===== src/rtl/bshift_pkg.sv =====
package bshift_pkg;

   typedef enum logic [3:0] {
      OP_SHL   = 4'd0,
      OP_SHR   = 4'd1,
      OP_ASR   = 4'd2,
      OP_ONESL = 4'd3,
      OP_ONESR = 4'd4,
      OP_BSET  = 4'd5,
      OP_BCLR  = 4'd6,
      OP_BFLIP = 4'd7,
      OP_BGET  = 4'd8,
      OP_BREV  = 4'd9,
      OP_BSWAP = 4'd10,
      OP_BORC  = 4'd11
   } op_e;

   typedef enum logic [1:0] {
      FILL_ZERO = 2'd0,
      FILL_SIGN = 2'd1,
      FILL_ONE  = 2'd2
   } fill_e;

endpackage


===== src/rtl/bshift_mirror.sv =====
module bshift_mirror #(
   parameter int W = 32
) (
   input  logic [W-1:0] din,
   input  logic         en,
   output logic [W-1:0] dout
);
   logic [W-1:0] flipped;

   for (genvar i = 0; i < W; i++) begin : g_bit
      assign flipped[i] = din[W-1-i];
   end

   assign dout = en ? flipped : din;
endmodule


===== src/rtl/bshift_core.sv =====
module bshift_core #(
   parameter int W = 32,
   localparam int SW = $clog2(W)
) (
   input  logic [W-1:0]  din,
   input  logic          fill,
   input  logic [SW-1:0] amt,
   output logic [W-1:0]  dout
);
   logic signed [W:0] ext;
   logic signed [W:0] shifted;
   logic              unused_top;

   assign ext        = {fill, din};
   assign shifted    = ext >>> amt;
   assign dout       = shifted[W-1:0];
   assign unused_top = shifted[W];
endmodule


===== src/rtl/bshift_lanes.sv =====
module bshift_lanes #(
   parameter int W = 32,
   localparam int NB = W / 8
) (
   input  logic [W-1:0] din,
   output logic [W-1:0] swapped,
   output logic [W-1:0] orcomb
);
   for (genvar k = 0; k < NB; k++) begin : g_lane
      assign swapped[8*k +: 8] = din[8*(NB-1-k) +: 8];
      assign orcomb[8*k +: 8]  = {8{|din[8*k +: 8]}};
   end
endmodule


===== src/rtl/bshift_alu.sv =====
module bshift_alu #(
   parameter int W = 32
) (
   input  logic         clk,
   input  logic         rst_n,
   input  logic [3:0]   op,
   input  logic [W-1:0] a,
   input  logic [W-1:0] b,
   output logic [W-1:0] result
);
   import bshift_pkg::*;

   localparam int SW = $clog2(W);

   if (W < 8 || (W % 8) != 0 || (1 << SW) != W) begin : g_bad_width
      $error("bshift_alu: W must be a power of two and at least 8");
   end

   op_e           opc;
   fill_e         fill_sel;
   logic          mir_in, mir_out, use_one, amt_zero;
   logic [W-1:0]  src, pre, sh, post, mask, swapped, orcomb;
   logic [SW-1:0] amt;
   logic          fill;
   logic [W-1:0]  nxt;
   logic          unused_b;

   assign opc      = op_e'(op);
   assign unused_b = ^b[W-1:SW];

   // decode: mirror controls, fill source, constant-one select
   always_comb begin
      mir_in   = 1'b0;
      mir_out  = 1'b0;
      use_one  = 1'b0;
      amt_zero = 1'b0;
      fill_sel = FILL_ZERO;
      unique case (opc)
         OP_SHL:   begin mir_in = 1'b1; mir_out = 1'b1; end
         OP_ONESL: begin mir_in = 1'b1; mir_out = 1'b1; fill_sel = FILL_ONE; end
         OP_ONESR: fill_sel = FILL_ONE;
         OP_ASR:   fill_sel = FILL_SIGN;
         OP_BSET, OP_BCLR, OP_BFLIP:
                   begin mir_in = 1'b1; mir_out = 1'b1; use_one = 1'b1; end
         OP_BREV:  begin mir_out = 1'b1; amt_zero = 1'b1; end
         default:  ;
      endcase
   end

   always_comb begin
      unique case (fill_sel)
         FILL_SIGN: fill = a[W-1];
         FILL_ONE:  fill = 1'b1;
         default:   fill = 1'b0;
      endcase
   end

   assign src = use_one ? {{(W-1){1'b0}}, 1'b1} : a;
   assign amt = amt_zero ? '0 : b[SW-1:0];

   bshift_mirror #(.W(W)) u_mir_in (.din(src), .en(mir_in), .dout(pre));
   bshift_core   #(.W(W)) u_core   (.din(pre), .fill(fill), .amt(amt), .dout(sh));
   bshift_mirror #(.W(W)) u_mir_out(.din(sh), .en(mir_out), .dout(post));
   bshift_lanes  #(.W(W)) u_lanes  (.din(a), .swapped(swapped), .orcomb(orcomb));

   assign mask = post;

   always_comb begin
      nxt = '0;
      unique case (opc)
         OP_SHL, OP_SHR, OP_ASR, OP_ONESL, OP_ONESR, OP_BREV: nxt = post;
         OP_BSET:  nxt = a | mask;
         OP_BCLR:  nxt = a & ~mask;
         OP_BFLIP: nxt = a ^ mask;
         OP_BGET:  nxt = {{(W-1){1'b0}}, post[0]};
         OP_BSWAP: nxt = swapped;
         OP_BORC:  nxt = orcomb;
         default:  nxt = '0;
      endcase
   end

   always_ff @(posedge clk or negedge rst_n) begin
      if (!rst_n) result <= '0;
      else        result <= nxt;
   end
endmodule


===== config.mk =====
export PLATFORM = sky130hd
export DESIGN_NAME = bshift_alu
export DESIGN_NICKNAME = d
export VERILOG_FILES = /design/src/rtl/bshift_pkg.sv /design/src/rtl/bshift_mirror.sv /design/src/rtl/bshift_core.sv /design/src/rtl/bshift_lanes.sv /design/src/rtl/bshift_alu.sv
export SDC_FILE = /design/constraint.sdc
export NUM_CORES = 1
export LEC_CHECK = 0
export ABC_AREA = 0
export CORE_MARGIN = 2
export CORE_UTILIZATION = 33
export DETAILED_ROUTE_END_ITERATION = 6
export GPL_ROUTABILITY_DRIVEN = 0
export HOLD_SLACK_MARGIN = 0.1
export PLACE_DENSITY = 0.55
export RECOVER_POWER = 50
export SLEW_MARGIN = 20
export SYNTH_ARGS = -nofsm -noshare
export SYNTH_HDL_FRONTEND = slang
export SYNTH_SLANG_ARGS = --single-unit

===== constraint.sdc =====
create_clock -name clk -period 0.8 [get_ports clk]
set_clock_uncertainty 0.1 [all_clocks]
set_input_delay 0.16 -clock clk [delete_from_list [all_inputs] [get_ports clk]]
set_output_delay 0.16 -clock clk [all_outputs]
set_load 0.1 [all_outputs]

==> results.md <==
- Port Buffers: 74
- Iteration-0 DRC Markers: 1,482
- Post-DP HPWL: 24.1 mm
- Simple-gate share of the synthesized area: 21.7%
- Slew @ Worst Pin: 504 ps
- Setup crit end kind: flop
- Setup TNS: -79,510 ps
- H-tree depth: 2
- Total power draw: 16,500 µW
- Post-synthesis compound-gate area fraction: 42.7%
- Antenna-violating nets left: 0
- CP arrival: 3130 ps
- Max Slew Vio Count: 0
- Relative slew slack: 66.0%
- Peak VDD IR: 1.03 mV
- Routed WL: 34.7 mm
- Met1 usage: 45.1%
- Setup CP Type: input port to flop
- Core ar.: 16,600 µm²
- Mapped Cells: 825
- DR vias: 9,392
- Synthesis Warnings: 0
- Largest register FFs: 32
- Biggest regs: result x32
- Num rows: 47
- Seq/Total Area, Yosys: 14.2%
- Status: finished, violations left
- Chip Height: 135 µm
- Leakage: 0.00460 µW
- Grt total ovfl: 0
- Total track usage: 35.1%
- GR Util met3: 7.43%
- Initial antenna violation count: 0
- Post-synth EDFFs: 0
- Asr flop ratio synth: 100%
- Maximum fanout along the worst path: 5
- Failing checks: DRC, setup timing
- Switching power: 7750 µW
- Diode count: 0
- Biggest register: result
- Startpoint types: input port
- RSZ-0062 raised after global routing: true
- Xor-xnor portion of the synthesized cell area: 0.487%
- Hold_buf cts: 0
- Syn avg cell area: 6.85 µm²
- CTS root buf: clkbuf_16
- Mean routed wirelength per cell: 24.6 µm
- Combinational share of power: 72.7%
- Starting Density: 34.0%
- Final worst slack: -2290 ps
- CP required: 840 ps
- Multiplexer area fraction after synthesis: 14.3%
- # clock sinks: 32
- CTS tree: built
- Main combinational cell family by area after synthesis: compound AO/OA/AOI/OAI gates
- Most crowded layer after global routing: met2
- First-pass GRT wire length: 49.0 mm
- Largest net degree at the start of global routing: 39
- Fmax achieved: 324 MHz
- Share of cells above drive strength 1: 53.7%
- Final Net Count: 1,262
- TritonCTS Buffers: 5
- Sw frac: 47.1%
- DRC viols: 1
- Final Cycle Share: 386%
- Drt first pass iters: 7
- Reg power frac: 13.8%
- Setup violations, final: 64
- Area grow syn2layout: 100%
- Final Hold Vio Count: 0
- Post-Syn Area: 5650 µm²
- Full die area: 18,200 µm²
- PwrDens: 1450 nW/µm²
- Syn Nets: 899
- Met2 usage: 53.0%
- Die extent in x: 135 µm
- Vias in the first global route: 8,558
- Worst hold path class: input port to async pin
- Ys flop type: dfrtp_1
- Power Internal: 8710 µW
- IO Count: 102
- Clock slew at reported path FFs: 50 ps
- Max clock buf depth: 2
- Via density: 6.67
- Power share of the clock group: 13.5%
- Distinct cell type count after synthesis: 65
- Crit path time final: 3090 ps
- Max cap viols: 0
- Synth Area in Adders: 0.885%
- FF+latch count, synth: 32
through the flow:
step | setup WS [ps] | area, µm² | util (%) | std cells | hold slack [ps]
detailed placement | -3040 | 9300 | 55.9 | 1345 | 452
floorplan | -2450 | 6010 | - | 825 | -236
global route | -2420 | 11300 | 68.1 | 1409 | 225
global placement | -3000 | 9300 | 55.9 | 1345 | 438
CTS | -2230 | 10800 | 64.8 | 1394 | 160
finish | -2290 | 11300 | 68.1 | 1409 | 192
kinds of logic (layout without fill, tap and decap cells):
group / count (synthesis) / count (layout)
multiplexers: 71 / 71
buffers and inverters: 81 / 445
adder cells (fa/ha/maj): 4 / 4
flip-flops: 32 / 32
XOR/XNOR: 1 / 1
AO/OA/AOI/OAI: 372 / 372
AND/OR/NAND/NOR: 264 / 264
final cells by class:
class | instances | area [µm²]
clock buffer | 5 | 125
fill | 1174 | 5310
inverter | 10 | 37.5
clock inverter | 3 | 42.5
timing repair buffer | 427 | 4070
sequential | 32 | 921
multi-input combinational | 712 | 5870
tap | 220 | 275
cell usage after synthesis (12+ instances only):
cell type,n,share of area (%)
nand3_1,19,1.7
o21ai_0,91,8.1
a21oi_1,71,6.3
nor2b_1,30,3.3
a31oi_1,13,1.4
o22ai_1,21,2.3
nor2_1,85,5.6
o211ai_1,57,7.6
dfrtp_1,32,14
a221oi_1,14,2.2
o21ai_1,14,1.2
a211oi_1,12,1.6
clkbuf_1,53,3.5
mux2i_1,57,10
nand2_1,79,5.2
metal layers:
layer | up-vias | share of wire, %
met1 | 4261 | 36
met5 | - | 0.15
met3 | 282 | 13
li1 | 3925 | -
met2 | 922 | 42
met4 | 2 | 8.9
cell usage in the layout (no fill, tap or decap), types with 18 or more instances in the layout:
master / Yosys / final
a21oi_1: 71 / 52
buf_12: 0 / 45
buf_4: 1 / 289
buf_6: 1 / 52
clkdlybuf4s50_1: 0 / 36
dfrtp_4: 0 / 32
mux2i_1: 57 / 26
mux2i_4: 0 / 18
nand2_1: 79 / 70
nor2_1: 85 / 64
nor2b_1: 30 / 26
o211ai_1: 57 / 57
o21ai_0: 91 / 44
o21ai_1: 14 / 31
o21ai_2: 1 / 25
power by group through the flow:
stage	clock [µW]	combinational [µW]	sequential, µW
floorplan	0	3120	4130
global placement	0	9370	2290
detailed placement	0	9390	2310
CTS	2240	10900	2280
global route	2310	12300	2300
finish	2230	12000	2270
path summary, 6_finish.rpt:
check	startpoint	endpoint	slack, ps
min	rst_n	result[16]	190
max	op[0]	result[21]	-2290
min in group clk	a[9]	result[17]	360
max in group asynchronous	rst_n	result[2]	70
repair_timing:
action,4_1_cts,5_1_grt
setup buffers,51,28
endpoints found under the setup margin,64,64
gates cloned,1,0
pin swaps,101,61
gates resized for setup,227,113
critical path, stage by stage:
cell	delay, ps
buf_6	100
buf_6	120
buf_6	110
buf_12	130
nor2_4	120
nand2_2	60
a21oi_2	170
inv_1	60
ha_2	180
a21oi_2	160
or2_4	180
nor2_4	50
a211oi_4	200
buf_4	160
buf_6	100
a21o_1	150
nor2_2	80
a221oi_2	300
buf_4	220
nor2_2	40
o22ai_1	130
o211ai_1	140
Power figures use the tool's default switching activity.
